[src/rtl/rrm_pkg.sv]
package rrm_pkg;
  localparam int DESC_WORDS = 4;

  localparam logic [2:0] SEL_START = 3'd0;
  localparam logic [2:0] SEL_END   = 3'd1;
  localparam logic [2:0] SEL_RDPTR = 3'd2;
  localparam logic [2:0] SEL_WRPTR = 3'd3;
  localparam logic [2:0] SEL_UPPER = 3'd4;
  localparam logic [2:0] SEL_EOB   = 3'd5;

  typedef enum logic [1:0] {
    F_IDLE = 2'd0,
    F_REQ  = 2'd1,
    F_RSP  = 2'd2,
    F_DONE = 2'd3
  } fetch_st_t;
endpackage

[src/rtl/rrm_ptr_regs.sv]
module rrm_ptr_regs
  import rrm_pkg::*;
#(
  parameter int          PTR_W   = 16,
  parameter logic [15:0] EOB_RST = 16'h02F8
) (
  input  logic             clk,
  input  logic             rst_n,
  input  logic             wide,
  input  logic             wr_en,
  input  logic [2:0]       wr_sel,
  input  logic [PTR_W-1:0] wr_data,
  input  logic             adv,
  input  logic             exh_clr,
  output logic [PTR_W-1:0] rrp,
  output logic [PTR_W-1:0] upper,
  output logic [PTR_W-1:0] eob,
  output logic             exhausted,
  output logic             clr_fire
);
  localparam logic [PTR_W-1:0] EVEN_MASK = ~PTR_W'(1);

  logic [PTR_W-1:0] start_q, start_d, end_q, end_d, rrp_q, rrp_d;
  logic [PTR_W-1:0] wrp_q, wrp_d, upper_q, upper_d, eob_q, eob_d;
  logic             exh_q, exh_d;
  logic [PTR_W-1:0] step, rrp_inc, rrp_adv;
  logic             hit_wrp;

  assign step    = wide ? PTR_W'(16) : PTR_W'(8);
  assign rrp_inc = rrp_q + step;
  assign rrp_adv = (rrp_inc == end_q) ? start_q : rrp_inc;
  assign hit_wrp = adv && (rrp_adv == wrp_q);
  assign clr_fire = exh_clr && exh_q;

  always_comb begin
    start_d = start_q;
    end_d   = end_q;
    rrp_d   = rrp_q;
    wrp_d   = wrp_q;
    upper_d = upper_q;
    eob_d   = eob_q;
    exh_d   = exh_q;
    if (adv) rrp_d = rrp_adv;
    if (wr_en) begin
      case (wr_sel)
        SEL_START: start_d = wr_data & EVEN_MASK;
        SEL_END:   end_d   = wr_data & EVEN_MASK;
        SEL_RDPTR: rrp_d   = wr_data & EVEN_MASK;
        SEL_WRPTR: wrp_d   = wr_data & EVEN_MASK;
        SEL_UPPER: upper_d = wr_data;
        SEL_EOB:   eob_d   = wr_data;
        default:   ;
      endcase
    end
    if (clr_fire) exh_d = 1'b0;
    if (hit_wrp)  exh_d = 1'b1;
  end

  always_ff @(posedge clk or negedge rst_n) begin
    if (!rst_n) begin
      start_q <= '0;
      end_q   <= '0;
      rrp_q   <= '0;
      wrp_q   <= '0;
      upper_q <= '0;
      eob_q   <= PTR_W'(EOB_RST);
      exh_q   <= 1'b0;
    end else begin
      start_q <= start_d;
      end_q   <= end_d;
      rrp_q   <= rrp_d;
      wrp_q   <= wrp_d;
      upper_q <= upper_d;
      eob_q   <= eob_d;
      exh_q   <= exh_d;
    end
  end

  assign rrp       = rrp_q;
  assign upper     = upper_q;
  assign eob       = eob_q;
  assign exhausted = exh_q;

  AST_RRP_EVEN: assert property (@(posedge clk) disable iff (!rst_n)
    rrp_q[0] == 1'b0);
  AST_WRAP_PAST_END: assert property (@(posedge clk) disable iff (!rst_n)
    (adv && !wr_en && (start_q != end_q)) |=> (rrp_q != end_q));
  AST_EXH_FROM_ADV: assert property (@(posedge clk) disable iff (!rst_n)
    $rose(exh_q) |-> $past(adv));
endmodule

[src/rtl/rrm_fetch.sv]
module rrm_fetch
  import rrm_pkg::*;
#(
  parameter int DATA_W = 16,
  parameter int ADDR_W = 32
) (
  input  logic                             clk,
  input  logic                             rst_n,
  input  logic                             wide,
  input  logic                             trig,
  input  logic [ADDR_W-1:0]                base_addr,
  output logic                             mem_req_valid,
  output logic [ADDR_W-1:0]                mem_req_addr,
  input  logic                             mem_req_ready,
  input  logic                             mem_rsp_valid,
  input  logic [DATA_W-1:0]                mem_rsp_data,
  output logic                             desc_done,
  output logic [DESC_WORDS-1:0][DATA_W-1:0] desc_words,
  output logic                             busy
);
  localparam int IDX_W = $clog2(DESC_WORDS);
  localparam int OFF_W = IDX_W + 2;

  fetch_st_t         st_q, st_d;
  logic [IDX_W-1:0]  idx_q, idx_d;
  logic              pend_q, pend_d;
  logic [ADDR_W-1:0] base_q, base_d;
  logic [DESC_WORDS-1:0] cap;
  logic [OFF_W-1:0]  word_off;
  logic [DATA_W-1:0] word_q [DESC_WORDS];

  assign word_off = wide ? {idx_q, 2'b00} : {1'b0, idx_q, 1'b0};

  always_comb begin
    st_d          = st_q;
    idx_d         = idx_q;
    pend_d        = pend_q;
    base_d        = base_q;
    mem_req_valid = 1'b0;
    desc_done     = 1'b0;
    cap           = '0;
    case (st_q)
      F_IDLE: begin
        if (pend_q || trig) begin
          st_d   = F_REQ;
          idx_d  = '0;
          base_d = base_addr;
          pend_d = pend_q && trig;
        end
      end
      F_REQ: begin
        mem_req_valid = 1'b1;
        if (trig) pend_d = 1'b1;
        if (mem_req_ready) st_d = F_RSP;
      end
      F_RSP: begin
        if (trig) pend_d = 1'b1;
        if (mem_rsp_valid) begin
          cap[idx_q] = 1'b1;
          if (idx_q == IDX_W'(DESC_WORDS - 1)) begin
            st_d = F_DONE;
          end else begin
            idx_d = idx_q + IDX_W'(1);
            st_d  = F_REQ;
          end
        end
      end
      F_DONE: begin
        desc_done = 1'b1;
        if (trig) pend_d = 1'b1;
        st_d = F_IDLE;
      end
      default: st_d = F_IDLE;
    endcase
  end

  always_ff @(posedge clk or negedge rst_n) begin
    if (!rst_n) begin
      st_q   <= F_IDLE;
      idx_q  <= '0;
      pend_q <= 1'b0;
      base_q <= '0;
    end else begin
      st_q   <= st_d;
      idx_q  <= idx_d;
      pend_q <= pend_d;
      base_q <= base_d;
    end
  end

  for (genvar g = 0; g < DESC_WORDS; g++) begin : g_word
    always_ff @(posedge clk or negedge rst_n) begin
      if (!rst_n)      word_q[g] <= '0;
      else if (cap[g]) word_q[g] <= mem_rsp_data;
    end
    assign desc_words[g] = word_q[g];
  end

  assign mem_req_addr = base_q + ADDR_W'(word_off);
  assign busy         = (st_q != F_IDLE) || pend_q;

  AST_REQ_HOLD: assert property (@(posedge clk) disable iff (!rst_n)
    (mem_req_valid && !mem_req_ready) |=> (mem_req_valid && $stable(mem_req_addr)));
  AST_ONE_OUTSTANDING: assert property (@(posedge clk) disable iff (!rst_n)
    mem_rsp_valid |-> !mem_req_valid);
  AST_DONE_SINGLE: assert property (@(posedge clk) disable iff (!rst_n)
    desc_done |=> !desc_done);
endmodule

[src/rtl/rrm_buf.sv]
module rrm_buf
  import rrm_pkg::*;
#(
  parameter int DATA_W = 16,
  parameter int LEN_W  = 16
) (
  input  logic                              clk,
  input  logic                              rst_n,
  input  logic                              load,
  input  logic [DESC_WORDS-1:0][DATA_W-1:0] desc_words,
  input  logic                              pkt_done,
  input  logic [LEN_W-1:0]                  pkt_len,
  input  logic                              rx_ready,
  input  logic [DATA_W-1:0]                 eob,
  output logic [2*DATA_W-1:0]               buf_addr,
  output logic [2*DATA_W-1:0]               buf_words,
  output logic                              last_pkt,
  output logic                              low_trig
);
  localparam int CNT_W = 2 * DATA_W;

  logic [CNT_W-1:0] addr_q, addr_d, words_q, words_d;
  logic             last_q, last_d;
  logic             accept, low;
  logic [CNT_W-1:0] total, addr_nx, words_nx;

  assign accept   = pkt_done && rx_ready;
  assign total    = CNT_W'(pkt_len) + CNT_W'(4);
  assign addr_nx  = addr_q + total;
  assign words_nx = words_q - (total >> 1);
  assign low      = words_nx < CNT_W'(eob);
  assign low_trig = accept && !load && low;

  always_comb begin
    addr_d  = addr_q;
    words_d = words_q;
    last_d  = last_q;
    if (load) begin
      addr_d  = {desc_words[1], desc_words[0]};
      words_d = {desc_words[3], desc_words[2]};
    end else if (accept) begin
      addr_d  = addr_nx;
      words_d = words_nx;
      last_d  = low;
    end
  end

  always_ff @(posedge clk or negedge rst_n) begin
    if (!rst_n) begin
      addr_q  <= '0;
      words_q <= '0;
      last_q  <= 1'b0;
    end else begin
      addr_q  <= addr_d;
      words_q <= words_d;
      last_q  <= last_d;
    end
  end

  assign buf_addr  = addr_q;
  assign buf_words = words_q;
  assign last_pkt  = last_q;

  AST_REFUSED_PKT: assert property (@(posedge clk) disable iff (!rst_n)
    (pkt_done && !rx_ready && !load) |=> ($stable(words_q) && $stable(addr_q)));
  AST_LOW_FLAGS: assert property (@(posedge clk) disable iff (!rst_n)
    low_trig |=> last_q);
endmodule

[src/rtl/rx_ring_mgr.sv]
module rx_ring_mgr
  import rrm_pkg::*;
#(
  parameter int          PTR_W   = 16,
  parameter int          LEN_W   = 16,
  parameter logic [15:0] EOB_RST = 16'h02F8
) (
  input  logic               clk,
  input  logic               rst_n,
  input  logic               wide,
  input  logic               reg_we,
  input  logic [2:0]         reg_sel,
  input  logic [PTR_W-1:0]   reg_wdata,
  input  logic               cmd_fetch,
  input  logic               exh_clr,
  input  logic               pkt_done,
  input  logic [LEN_W-1:0]   pkt_len,
  output logic               mem_req_valid,
  output logic [2*PTR_W-1:0] mem_req_addr,
  input  logic               mem_req_ready,
  input  logic               mem_rsp_valid,
  input  logic [PTR_W-1:0]   mem_rsp_data,
  output logic [2*PTR_W-1:0] buf_addr,
  output logic [2*PTR_W-1:0] buf_words,
  output logic [PTR_W-1:0]   rd_ptr,
  output logic               exhausted,
  output logic               rx_ready,
  output logic               last_pkt,
  output logic               fetch_busy
);
  localparam int ADDR_W = 2 * PTR_W;

  logic rst_s1, rst_s2, rst_i;

  always_ff @(posedge clk or negedge rst_n) begin
    if (!rst_n) begin
      rst_s1 <= 1'b0;
      rst_s2 <= 1'b0;
    end else begin
      rst_s1 <= 1'b1;
      rst_s2 <= rst_s1;
    end
  end
  assign rst_i = rst_s2;

  logic [PTR_W-1:0] rrp, upper, eob;
  logic             clr_fire, low_trig, desc_done, trig;
  logic [DESC_WORDS-1:0][PTR_W-1:0] desc_words;

  assign trig     = cmd_fetch || clr_fire || low_trig;
  assign rx_ready = !exhausted;
  assign rd_ptr   = rrp;

  rrm_ptr_regs #(.PTR_W(PTR_W), .EOB_RST(EOB_RST)) u_regs (
    .clk       (clk),
    .rst_n     (rst_i),
    .wide      (wide),
    .wr_en     (reg_we),
    .wr_sel    (reg_sel),
    .wr_data   (reg_wdata),
    .adv       (desc_done),
    .exh_clr   (exh_clr),
    .rrp       (rrp),
    .upper     (upper),
    .eob       (eob),
    .exhausted (exhausted),
    .clr_fire  (clr_fire)
  );

  rrm_fetch #(.DATA_W(PTR_W), .ADDR_W(ADDR_W)) u_fetch (
    .clk           (clk),
    .rst_n         (rst_i),
    .wide          (wide),
    .trig          (trig),
    .base_addr     ({upper, rrp}),
    .mem_req_valid (mem_req_valid),
    .mem_req_addr  (mem_req_addr),
    .mem_req_ready (mem_req_ready),
    .mem_rsp_valid (mem_rsp_valid),
    .mem_rsp_data  (mem_rsp_data),
    .desc_done     (desc_done),
    .desc_words    (desc_words),
    .busy          (fetch_busy)
  );

  rrm_buf #(.DATA_W(PTR_W), .LEN_W(LEN_W)) u_buf (
    .clk        (clk),
    .rst_n      (rst_i),
    .load       (desc_done),
    .desc_words (desc_words),
    .pkt_done   (pkt_done),
    .pkt_len    (pkt_len),
    .rx_ready   (rx_ready),
    .eob        (eob),
    .buf_addr   (buf_addr),
    .buf_words  (buf_words),
    .last_pkt   (last_pkt),
    .low_trig   (low_trig)
  );

  AST_FETCH_BUSY: assert property (@(posedge clk) disable iff (!rst_i)
    (cmd_fetch || clr_fire) |=> fetch_busy);
  AST_EXH_CLR_IDLE: assert property (@(posedge clk) disable iff (!rst_i)
    (exh_clr && !exhausted && !cmd_fetch && !low_trig && !fetch_busy) |=> !fetch_busy);
endmodule

[config.mk]
export PLATFORM = sky130hd
export DESIGN_NAME = rx_ring_mgr
export DESIGN_NICKNAME = d
export VERILOG_FILES = /design/src/rtl/rrm_pkg.sv /design/src/rtl/rrm_ptr_regs.sv /design/src/rtl/rrm_fetch.sv /design/src/rtl/rrm_buf.sv /design/src/rtl/rx_ring_mgr.sv
export SDC_FILE = /design/constraint.sdc
export NUM_CORES = 1
export LEC_CHECK = 0
export CORE_MARGIN = 3
export CORE_UTILIZATION = 55
export CTS_CLUSTER_DIAMETER = 150
export DETAILED_ROUTE_END_ITERATION = 7
export GPL_ROUTABILITY_DRIVEN = 0
export PLACE_DENSITY = 0.83
export SLEW_MARGIN = 0
export SYNTH_ARGS = -nofsm -noshare
export SYNTH_HDL_FRONTEND = slang
export SYNTH_HIERARCHICAL = 1
export SYNTH_SLANG_ARGS = --single-unit
[constraint.sdc]
create_clock -name clk -period 24.9 [get_ports clk]
set_input_delay 3.735 -clock clk [delete_from_list [all_inputs] [get_ports clk]]
set_output_delay 3.735 -clock clk [all_outputs]
set_load 0.02 [all_outputs]
==> results of run 1 <==
==> flip-flops by register name, indices dropped and copies added (netlist names) <==
signal / flops
rst_i: 1
u_regs/eob: 16
u_buf/last_pkt: 1
u_fetch/idx_q: 2
u_fetch/st_q: 2
u_regs/upper: 16
u_regs/rrp: 16
u_buf/buf_words: 32
u_buf/buf_addr: 32
u_fetch/pend_q: 1
u_regs/end_q: 15
u_regs/start_q: 15
u_fetch/base_q: 32
u_fetch/desc_words: 64
u_regs/wrp_q: 15
u_regs/exhausted: 1
rst_s1: 1
==> synthesized netlist by cell type, types with 5 or more instances <==
master       n  share of area
a311oi_1    12         0.0065
and2_1      15         0.0058
xor2_1      44          0.024
a211oi_1    19         0.0089
nor4_1      15         0.0058
a31oi_1     15         0.0058
and3_1      19         0.0074
or3_1        8         0.0031
o21ai_0     95          0.030
a22oi_1      7         0.0033
dfstp_2      6         0.0098
mux2i_1     44          0.027
buf_4       10         0.0047
inv_1       67          0.016
nand2_1    131          0.031
nor3_1      33          0.010
o21a_1       8         0.0037
nand3_1     45          0.014
buf_1        7         0.0016
nor2b_1     13         0.0051
nor2_1      86          0.020
buf_2       18         0.0056
nand3b_1     5         0.0023
a21oi_1     67          0.021
clkbuf_1    52          0.012
dfrtp_1    256           0.40
and4_1       9         0.0049
a21o_1      30          0.014
nand2b_1    17         0.0066
ha_1        58          0.045
mux2_2     178           0.12
nand4_1     31          0.012
o21bai_1     6         0.0028
a2111oi_0    6         0.0033
nor3b_1      5         0.0023
xnor2_1     77          0.042
o211ai_1    11         0.0051
==> metrics by stage <==
stage / instances / worst slack (ns) / utilization / instance area, um^2
after floorplan: 1616 / 15.81 / - / 16100
final: 2146 / 14.55 / 0.673 / 19000
after global routing: 2146 / 14.38 / 0.673 / 19000
after global placement: 2094 / 14.77 / 0.637 / 18000
after detailed placement: 2094 / 14.60 / 0.637 / 18000
after CTS: 2146 / 14.55 / 0.673 / 19000
==> worst max-delay path, cell delays in order <==
cell and delay (ns):
clkdlybuf4s50_1 0.52, o21ai_0 0.38, ha_1 0.32, a211oi_1 0.38, nor3b_1 0.11, buf_4 0.20, nor3b_1 0.15, xor2_1 0.16
clkdlybuf4s50_1 0.65
==> routing by layer <==
| layer | up-vias | GRT usage |
|---|---|---|
| li1 | 6086 | - |
| met1 | 6554 | 0.384 |
| met2 | 646 | 0.451 |
| met3 | 104 | 0.0541 |
| met4 | 0 | 0.0939 |
| met5 | - | 0 |
==> cell type report <==
class	instances	area (um^2)	share of cell area
clock buffers	40	807	0.0424
clock inverters	12	194	0.0102
inverters	67	251	0.0132
multi-input cells	1200	8900	0.467
flip-flops and latches	262	6570	0.345
well taps	378	473	0.0248
repair buffers	187	1860	0.0975
==> final timing paths <==
check | startpoint | end | cells after the start
setup reg to reg | u_buf/buf_words[0] | u_fetch/base_q[25] | 21
min in group asynchronous | rst_i | u_fetch/st_q[1] | 0
setup / recovery | wide | mem_req_addr[14] | 9
max in group asynchronous | rst_n | rst_i | 1
hold reg to reg | rst_s1 | rst_i | 0
hold / removal | rst_s1 | rst_i | 0
==> power by group through the flow <==
stage / Sequential, mW / Combinational [mW] / Clock (mW)
2_1_floorplan: 0.735 / 0.734 / 0
3_3_place_gp: 0.735 / 1.07 / 0
3_5_place_dp: 0.743 / 1.10 / 0
4_1_cts: 0.738 / 1.12 / 0.454
5_1_grt: 0.761 / 1.22 / 0.475
6_report: 0.742 / 1.13 / 0.448
==> placed cells by master, fill, tap and decap left out, drive strengths merged, types with 12 or more instances in the layout <==
master         count
dfrtp            256
mux2             178
clkdlybuf4s50    176
nand2            135
o21ai             98
nor2              86
xnor2             77
inv               68
a21oi             67
ha                58
nand3             46
xor2              44
mux2i             44
clkbuf            40
nor3              36
nand4             33
a21o              30
and3              19
a211oi            19
nor4              18
nand2b            17
and2              16
a31oi             15
nor2b             13
a311oi            12
==> cells by family (layout without fill, tap and decap cells) <==
| group | Yosys count | in the layout | share of synthesized area |
|---|---|---|---|
| AOI/OAI and AO/OA | 322 | 322 | 0.128 |
| DFF | 262 | 262 | 0.408 |
| xor gates and xnor gates | 121 | 121 | 0.0659 |
| muxes | 222 | 222 | 0.152 |
| adders and majority gates | 62 | 62 | 0.0501 |
| buffers and inverters | 154 | 306 | 0.0397 |
| and+or+nand+nor | 472 | 472 | 0.156 |
| other | 1 | 1 | 0.000233 |
==> impl_metrics.csv, run 1 <==
group,metric,value,unit
grt,antenna_found_initial,2,
sta,drv_slew,0,
routing,met1Wirelength,18.3,mm
logic_synthesis,yosysWarningCount,6,
clocking,cts_tree,"built",
floorplanning,pin_count,177,
power_and_ir_drop,fin_total_pwr,2.32,mW
floorplanning,die_h,177,um
final_layout,antennaDiodeCount,0,
clocking,post-cts-setup-buffers,0,
grt,grt_start_max_net_pins,198,
critical_path,worstPathArrival,6.62,ns
sta,max_slew_margin,0.309,
clocking,root_buffer,"clkbuf_16",
power_and_ir_drop,seqPwrFrac,0.320,
logic_synthesis,synth_cell_type_count,85,
status,outcome,"completed",
sta,worst_pin_slew,1.04,ns
critical_path,crit_path_max_fanout,12,
routing,top_layer,"met4",
logic_synthesis,synth_edf_count,0,
floorplanning,die_w,177,um
floorplanning,std_cell_rows,61,
critical_path,startpoint_type,"input pin",
grt,grt_pass1_vias,13200,
placement,port_buffers,176,
final_layout,fill_cells,2101,
clocking,holdBufCountCts,0,
clocking,clkLatencyLatePin,0.54,ns
routing,post_drt_wl_per_cell,20.9,um
critical_path,required,21.16,ns
routing,drc,0,
logic_synthesis,netlist_area,16100,um^2
routing,met2_length,21.1,mm
floorplanning,dieArea,31300,um^2
placement,dp_hpwl,31.8,mm
logic_synthesis,ys.flop_type,"dfrtp_1",
clocking,clkTransAtPathRegs,0.06,ns
final_layout,drive_gt1_frac,0.155,
sta,final.min_clock_period,10.35,ns
grt,grt_overflow,0,
logic_synthesis,syn-num-nets,1738,
final_layout,nets,1868,
logic_synthesis,ys_ff_latch,262,
critical_path,cp-end-kind,"primary output",
routing,via_per_inst,6.24,
power_and_ir_drop,p_leak,8.29,nW
clocking,cts_buffer_depth,3,
floorplanning,start_util,0.568,
logic_synthesis,ys_seq_area_frac,0.408,
routing,first_pass_iters,6,
power_and_ir_drop,p_int,1.36,mW
logic_synthesis,synthArstFlopShare,1.00,
final_layout,area_growth,18.4,%
grt,globalRouteTotalUtil,0.281,
floorplanning,core-area,28300,um^2
sta,rsz0062_at_grt,"false",
routing,finalWirelength,44.8,mm
critical_path,criticalPathCategory,"in -> out",
power_and_ir_drop,p_clk_frac,0.193,
logic_synthesis,synth.avg_cell_area,9.95,um^2
power_and_ir_drop,vdd_drop_max,91.4,uV
clocking,htreeDepth,1,
clocking,post_cts_resized,0,
job,drv_cap,0,
critical_path,rrSetupSlack,19.33,ns
sta,fin_crit_sh,0.416,
power_and_ir_drop,p_per_area,122,nW/um^2
sta,skew,0.0136,ns
grt,grt_pass1_wl,70.9,mm
min_path,min_path_type,"reg -> reg",
sta,holdWs,0.352,ns
power_and_ir_drop,switching_share,0.413,
sta,timing.setup.tns,0,ns
routing,met3_wirelength,4.02,mm
routing,drt-initial-drc-count,1568,
sta,setup_viol,0,
routing,vias,13400,
power_and_ir_drop,combPwrFrac,0.488,
clocking,clkSinkCount,262,
clocking,cts_buffers,28,
sta,timing.fmax,96.6,MHz
power_and_ir_drop,switching_power,0.960,mW
logic_synthesis,syn_inst,1616,
sta,finalHoldViolCount,0,
routing,ant_nets,0,
(Power assumes the default switching activity.)
==> run 2, diff against run 1 <==
Clock period 24.9 ns to 9.9 ns, I/O delays scaled along.
==> run 2 against run 1 <==
Compared with the run above:
- die area unchanged
- non-clock buffer count up 1
- register-to-register slack worse by 15 ns
- clock power rose to 2.7 times the previous value
- critical path type is now in -> reg
- critical endpoint is now u_fetch/idx_q[1]
- highest routed layer is now met5
==> impl_metrics.csv, run 2 (synthesis results as in run 1) <==
group,metric,value,unit
sta,holdWs,0.357,ns
job,drv_cap,0,
sta,drv_slew,0,
critical_path,criticalPathCategory,"in -> reg",
final_layout,antennaDiodeCount,0,
routing,ant_nets,0,
final_layout,final_common_cell,"dfrtp_1",
critical_path,required,10.37,ns
clocking,holdBufCountCts,0,
sta,fin_ws,2.75,ns
power_and_ir_drop,combPwrFrac,0.483,
grt,antenna_found_initial,5,
grt,globalRouteTotalUtil,0.291,
min_path,min_path_type,"reg -> reg",
placement,place_ws,2.28,ns
critical_path,cp-end-kind,"register",
floorplanning,core-area,28300,um^2
critical_path,crit_path_max_fanout,7,
sta,max_slew_margin,0.310,
critical_path,startpoint_type,"input pin",
power_and_ir_drop,p_leak,8.33,nW
grt,grt_overflow,0,
placement,dpl-instance-area,18000,um^2
final_layout,nets,1869,
floorplanning,start_util,0.568,
floorplanning,dieArea,31300,um^2
floorplanning,die_h,177,um
final_layout,layout_common_cells,"dfrtp_1 (255), mux2_2 (178), clkdlybuf4s50_1 (176), nand2_1 (131), o21ai_0 (95)",
final_layout,multi_input_area,8900,um^2
routing,first_pass_iters,6,
placement,dp_hpwl,32.7,mm
power_and_ir_drop,switching_share,0.414,
sta,timing.setup.tns,0,ns
grt,grt_pass1_vias,13500,
power_and_ir_drop,p_per_area,312,nW/um^2
critical_path,worstPathArrival,7.62,ns
placement,port_buffers,176,
sta,worst_pin_slew,1.04,ns
routing,via_per_inst,6.34,
floorplanning,pin_count,177,
clocking,cts_tree,"built",
sta,fin_crit_sh,0.722,
floorplanning,std_cell_rows,61,
power_and_ir_drop,fin_total_pwr,5.96,mW
sta,timing.fmax,140,MHz
final_layout,largest_reg_flops,64,
clocking,htreeDepth,1,
power_and_ir_drop,vdd_drop_max,225,uV
final_layout,drive_gt1_frac,0.158,
clocking,cts_buffers,28,
sta,skew,0.0150,ns
power_and_ir_drop,seqPwrFrac,0.315,
final_layout,final-seq-area,6570,um^2
status,outcome,"completed",
power_and_ir_drop,p_int,3.49,mW
routing,vias,13600,
final_layout,post-route-cell-area,19100,um^2
grt,grt_start_max_net_pins,89,
clocking,post_cts_resized,0,
clocking,cts_buffer_depth,3,
sta,finalHoldViolCount,0,
final_layout,area_growth,18.9,%
final_layout,fill_cells,2059,
floorplanning,die_w,177,um
grt,grt_pass1_wl,73.2,mm
sta,setup_viol,0,
sta,rsz0062_at_grt,"false",
power_and_ir_drop,p_clk_frac,0.202,
sta,final.min_clock_period,7.15,ns
routing,drt-initial-drc-count,1490,
clocking,clkSinkCount,262,
clocking,clkTransAtPathRegs,0.06,ns
routing,post_drt_wl_per_cell,21.6,um
clocking,post-cts-setup-buffers,0,
clocking,clkLatencyLatePin,0.55,ns
routing,drc,0,
power_and_ir_drop,switching_power,2.47,mW
clocking,root_buffer,"clkbuf_16",
routing,finalWirelength,46.3,mm
run 2: cell count changes in the layout (fill, tap and decap cells not counted):
cell / before / now
clkbuf_8: 4 / 6
clkinv_4: 0 / 2
clkinvlp_4: 2 / 1
clkbuf_1: 7 / 3
bufinv_16: 5 / 7
buf_12: 1 / 0
clkinv_2: 4 / 3
buf_4: 10 / 12
run 2: metal layers:
| metal | up-vias | part of all wire | wire length [um] | global-route usage |
|---|---|---|---|---|
| met3 | 167 | 0.088 | 4090 | 0.0515 |
| met2 | 746 | 0.46 | 21400 | 0.465 |
| li1 | 6081 | - | - | - |
| met4 | 4 | 0.037 | 1740 | 0.101 |
| met5 | - | 0.00069 | 32 | 0 |
| met1 | 6604 | 0.41 | 19000 | 0.402 |
run 2: metrics by stage:
stage | std cells | utilization
final | 2147 | 0.675
after CTS | 2147 | 0.675
after floorplan | 1616 | -
after global placement | 2095 | 0.637
after global routing | 2147 | 0.675
after detailed placement | 2095 | 0.637
run 2: power groups by stage:
stage	combinational, mW	sequential (mW)	clock (mW)
finish	2.88	1.88	1.20
global route	3.09	1.93	1.26
CTS	2.83	1.87	1.21
detailed placement	2.78	1.87	0
global placement	2.69	1.86	0
floorplan	1.85	1.85	0
run 2: path summary, 6_finish.rpt:
kind,end,slack (ns),depth (start not counted),from
setup / recovery,u_fetch/idx_q[1],2.75,24,pkt_len[2]
hold / removal,rst_i,0.36,0,rst_s1
setup reg to reg,u_fetch/idx_q[1],4.39,22,u_buf/buf_words[0]
hold reg to reg,rst_i,0.36,0,rst_s1
max in group asynchronous,u_fetch/base_q[24],8.02,1,rst_i
min in group asynchronous,u_fetch/idx_q[1],0.37,0,rst_i
run 2: critical path, stage by stage:
cell             delay [ns]
clkdlybuf4s50_1        0.62
ha_1                   0.29
xor2_1                 0.30
inv_1                  0.09
ha_1                   0.35
o211ai_1               0.11
a21oi_1                0.33
o21ai_0                0.27
o311ai_0               0.63
a21oi_1                0.19
xnor2_1                0.18
ha_1                   0.20
nor4_1                 0.25
o21ai_0                0.18
a211oi_1               0.20
nand4_1                0.13
nor4b_2                0.26
o2111ai_1              0.15
nor4_2                 0.28
or3_1                  0.35
nor3_1                 0.11
a211oi_1               0.41
nand3_1                0.13
o21ai_0                0.10
run 2: final cells by class:
cell class | count | area share
multi-input combinational | 1200 | 0.465
sequential | 262 | 0.343
timing repair buffer | 188 | 0.0969
clock buffer | 38 | 0.0429
tap | 378 | 0.0247
clock inverter | 14 | 0.0135
inverter | 67 | 0.0132
==> run 3, diff against run 2 <==
Clock period 9.9 ns to 7.2 ns, I/O delays scaled along.
==> run 3 against run 2 <==
Compared with the run above:
- first-iteration DRC count shrank 1.3%
- setup slack lost 2.2 ns
- critical path depth is the same
- largest cell class unchanged
- highest routed layer is now met4
==> impl_metrics.csv, run 3 (synthesis results as in run 1) <==
group,metric,value,unit
routing,finalWirelength,46.1,mm
sta,finalHoldViolCount,0,
final_layout,largest_reg_flops,64,
grt,grt_start_max_net_pins,197,
grt,grtUsageMet1,0.399,
critical_path,required,7.63,ns
clocking,post-cts-setup-buffers,0,
sta,setup_viol,0,
grt,globalRouteTotalUtil,0.287,
critical_path,cp-end-kind,"register",
power_and_ir_drop,vdd_drop_max,332,uV
final_layout,final_common_cell,"dfrtp_1",
routing,drt-initial-drc-count,1470,
routing,post_drt_wl_per_cell,21.5,um
critical_path,worstPathArrival,7.06,ns
power_and_ir_drop,fin_total_pwr,8.11,mW
floorplanning,core-area,28300,um^2
grt,busiest_layer,"met2",
sta,rsz0062_at_grt,"false",
final_layout,area_growth,18.6,%
sta,final.min_clock_period,6.63,ns
grt,grt_pass1_vias,13200,
final_layout,layout_common_cells,"dfrtp_1 (255), mux2_2 (178), clkdlybuf4s50_1 (176), nand2_1 (131), o21ai_0 (95)",
clocking,cts_buffers,28,
floorplanning,start_util,0.568,
power_and_ir_drop,p_leak,8.30,nW
sta,drv_slew,0,
clocking,cts_buffer_depth,3,
routing,via_per_inst,6.32,
clocking,clkTransAtPathRegs,0.06,ns
routing,first_pass_iters,7,
clocking,clkSinkCount,262,
power_and_ir_drop,p_per_area,425,nW/um^2
floorplanning,std_cell_rows,61,
final_layout,post-route-cell-area,19100,um^2
sta,timing.fmax,151,MHz
final_layout,antennaDiodeCount,0,
floorplanning,dieArea,31300,um^2
critical_path,startpoint_type,"input pin",
placement,dp_hpwl,32.8,mm
routing,ant_nets,0,
floorplanning,die_h,177,um
clocking,post_cts_resized,0,
clocking,htreeDepth,1,
critical_path,criticalPathCategory,"in -> reg",
critical_path,crit_path_max_fanout,32,
grt,grt_pass1_wl,71.8,mm
sta,worst_pin_slew,1.03,ns
floorplanning,pin_count,177,
clocking,clkLatencyLatePin,0.55,ns
status,outcome,"completed",
clocking,holdBufCountCts,0,
sta,skew,0.0108,ns
clocking,cts_tree,"built",
routing,vias,13600,
job,drv_cap,0,
placement,port_buffers,176,
placement,post-place-cells,2095,
final_layout,fill_cells,2057,
sta,fin_crit_sh,0.921,
min_path,min_path_type,"reg -> reg",
clocking,root_buffer,"clkbuf_16",
sta,timing.setup.tns,0,ns
placement,dpl-instance-area,18100,um^2
sta,max_slew_margin,0.315,
final_layout,nets,1869,
final_layout,stdcell_count,2147,
routing,drc,0,
grt,antenna_found_initial,3,
grt,grt_overflow,0,
final_layout,drive_gt1_frac,0.159,
grt,met3_usage,0.0564,
grt,met2_usage,0.451,
final_layout,finish.utilization,0.674,
floorplanning,die_w,177,um
[run 3: final cells by class]
cell class | count | area, um^2 | area share
repair buffers | 188 | 1860 | 0.0977
clock inverters | 16 | 219 | 0.0115
flip-flops and latches | 262 | 6570 | 0.344
well taps | 378 | 473 | 0.0248
clock buffers | 36 | 802 | 0.0420
inverters | 67 | 251 | 0.0132
multi-input cells | 1200 | 8900 | 0.467
[run 3: where the power goes]
part           leakage [nW]  total [mW]  switching, mW  internal, mW
Sequential             3.28        2.58          0.611          1.97
Combinational          4.52        3.95           2.17          1.79
Clock                 0.495        1.57          0.607         0.965
[run 3: path summary, 6_finish.rpt]
path	startpoint	to	slack, ns	cells after the start
max in group asynchronous	rst_i	u_buf/buf_addr[27]	5.26	1
worst max-delay path	pkt_len[2]	u_fetch/base_q[11]	0.57	24
worst min-delay path	rst_s1	rst_i	0.35	0
min in group asynchronous	rst_i	u_regs/upper[3]	0.43	0
worst min register to register	rst_s1	rst_i	0.35	0
worst max register to register	u_buf/buf_words[3]	u_fetch/base_q[11]	1.91	20
[run 3: metal layers]
layer  vias up  routed length, um
met5         -                  0
met4         0               1610
met3       145               4300
met2       798              21400
met1      6556              18800
li1       6078                  -
[run 3: critical path: stages]
cell and delay, ns:
clkdlybuf4s50_1 0.60, ha_1 0.28, xor2_1 0.29, inv_1 0.09
ha_1 0.37, o211ai_1 0.11, a21oi_1 0.31, o21ai_0 0.27
o311ai_0 0.58, a21oi_1 0.16, xnor2_1 0.27, ha_1 0.31
nand4_1 0.11, nor2_1 0.07, o41ai_1 0.08, and4_1 0.26
nand4_1 0.11, nor4b_2 0.28, o2111ai_1 0.15, nor4_2 0.26
or3_1 0.32, o21ai_2 0.08, buf_4 0.26, mux2_2 0.33
[run 3: through the flow]
stage | setup WS [ns] | hold WS, ns
floorplan | 1.39 | 0.331
global placement | 0.375 | 0.336
detailed placement | 0.161 | 0.340
CTS | 0.714 | 0.355
global route | 0.0513 | 0.365
finish | 0.567 | 0.352
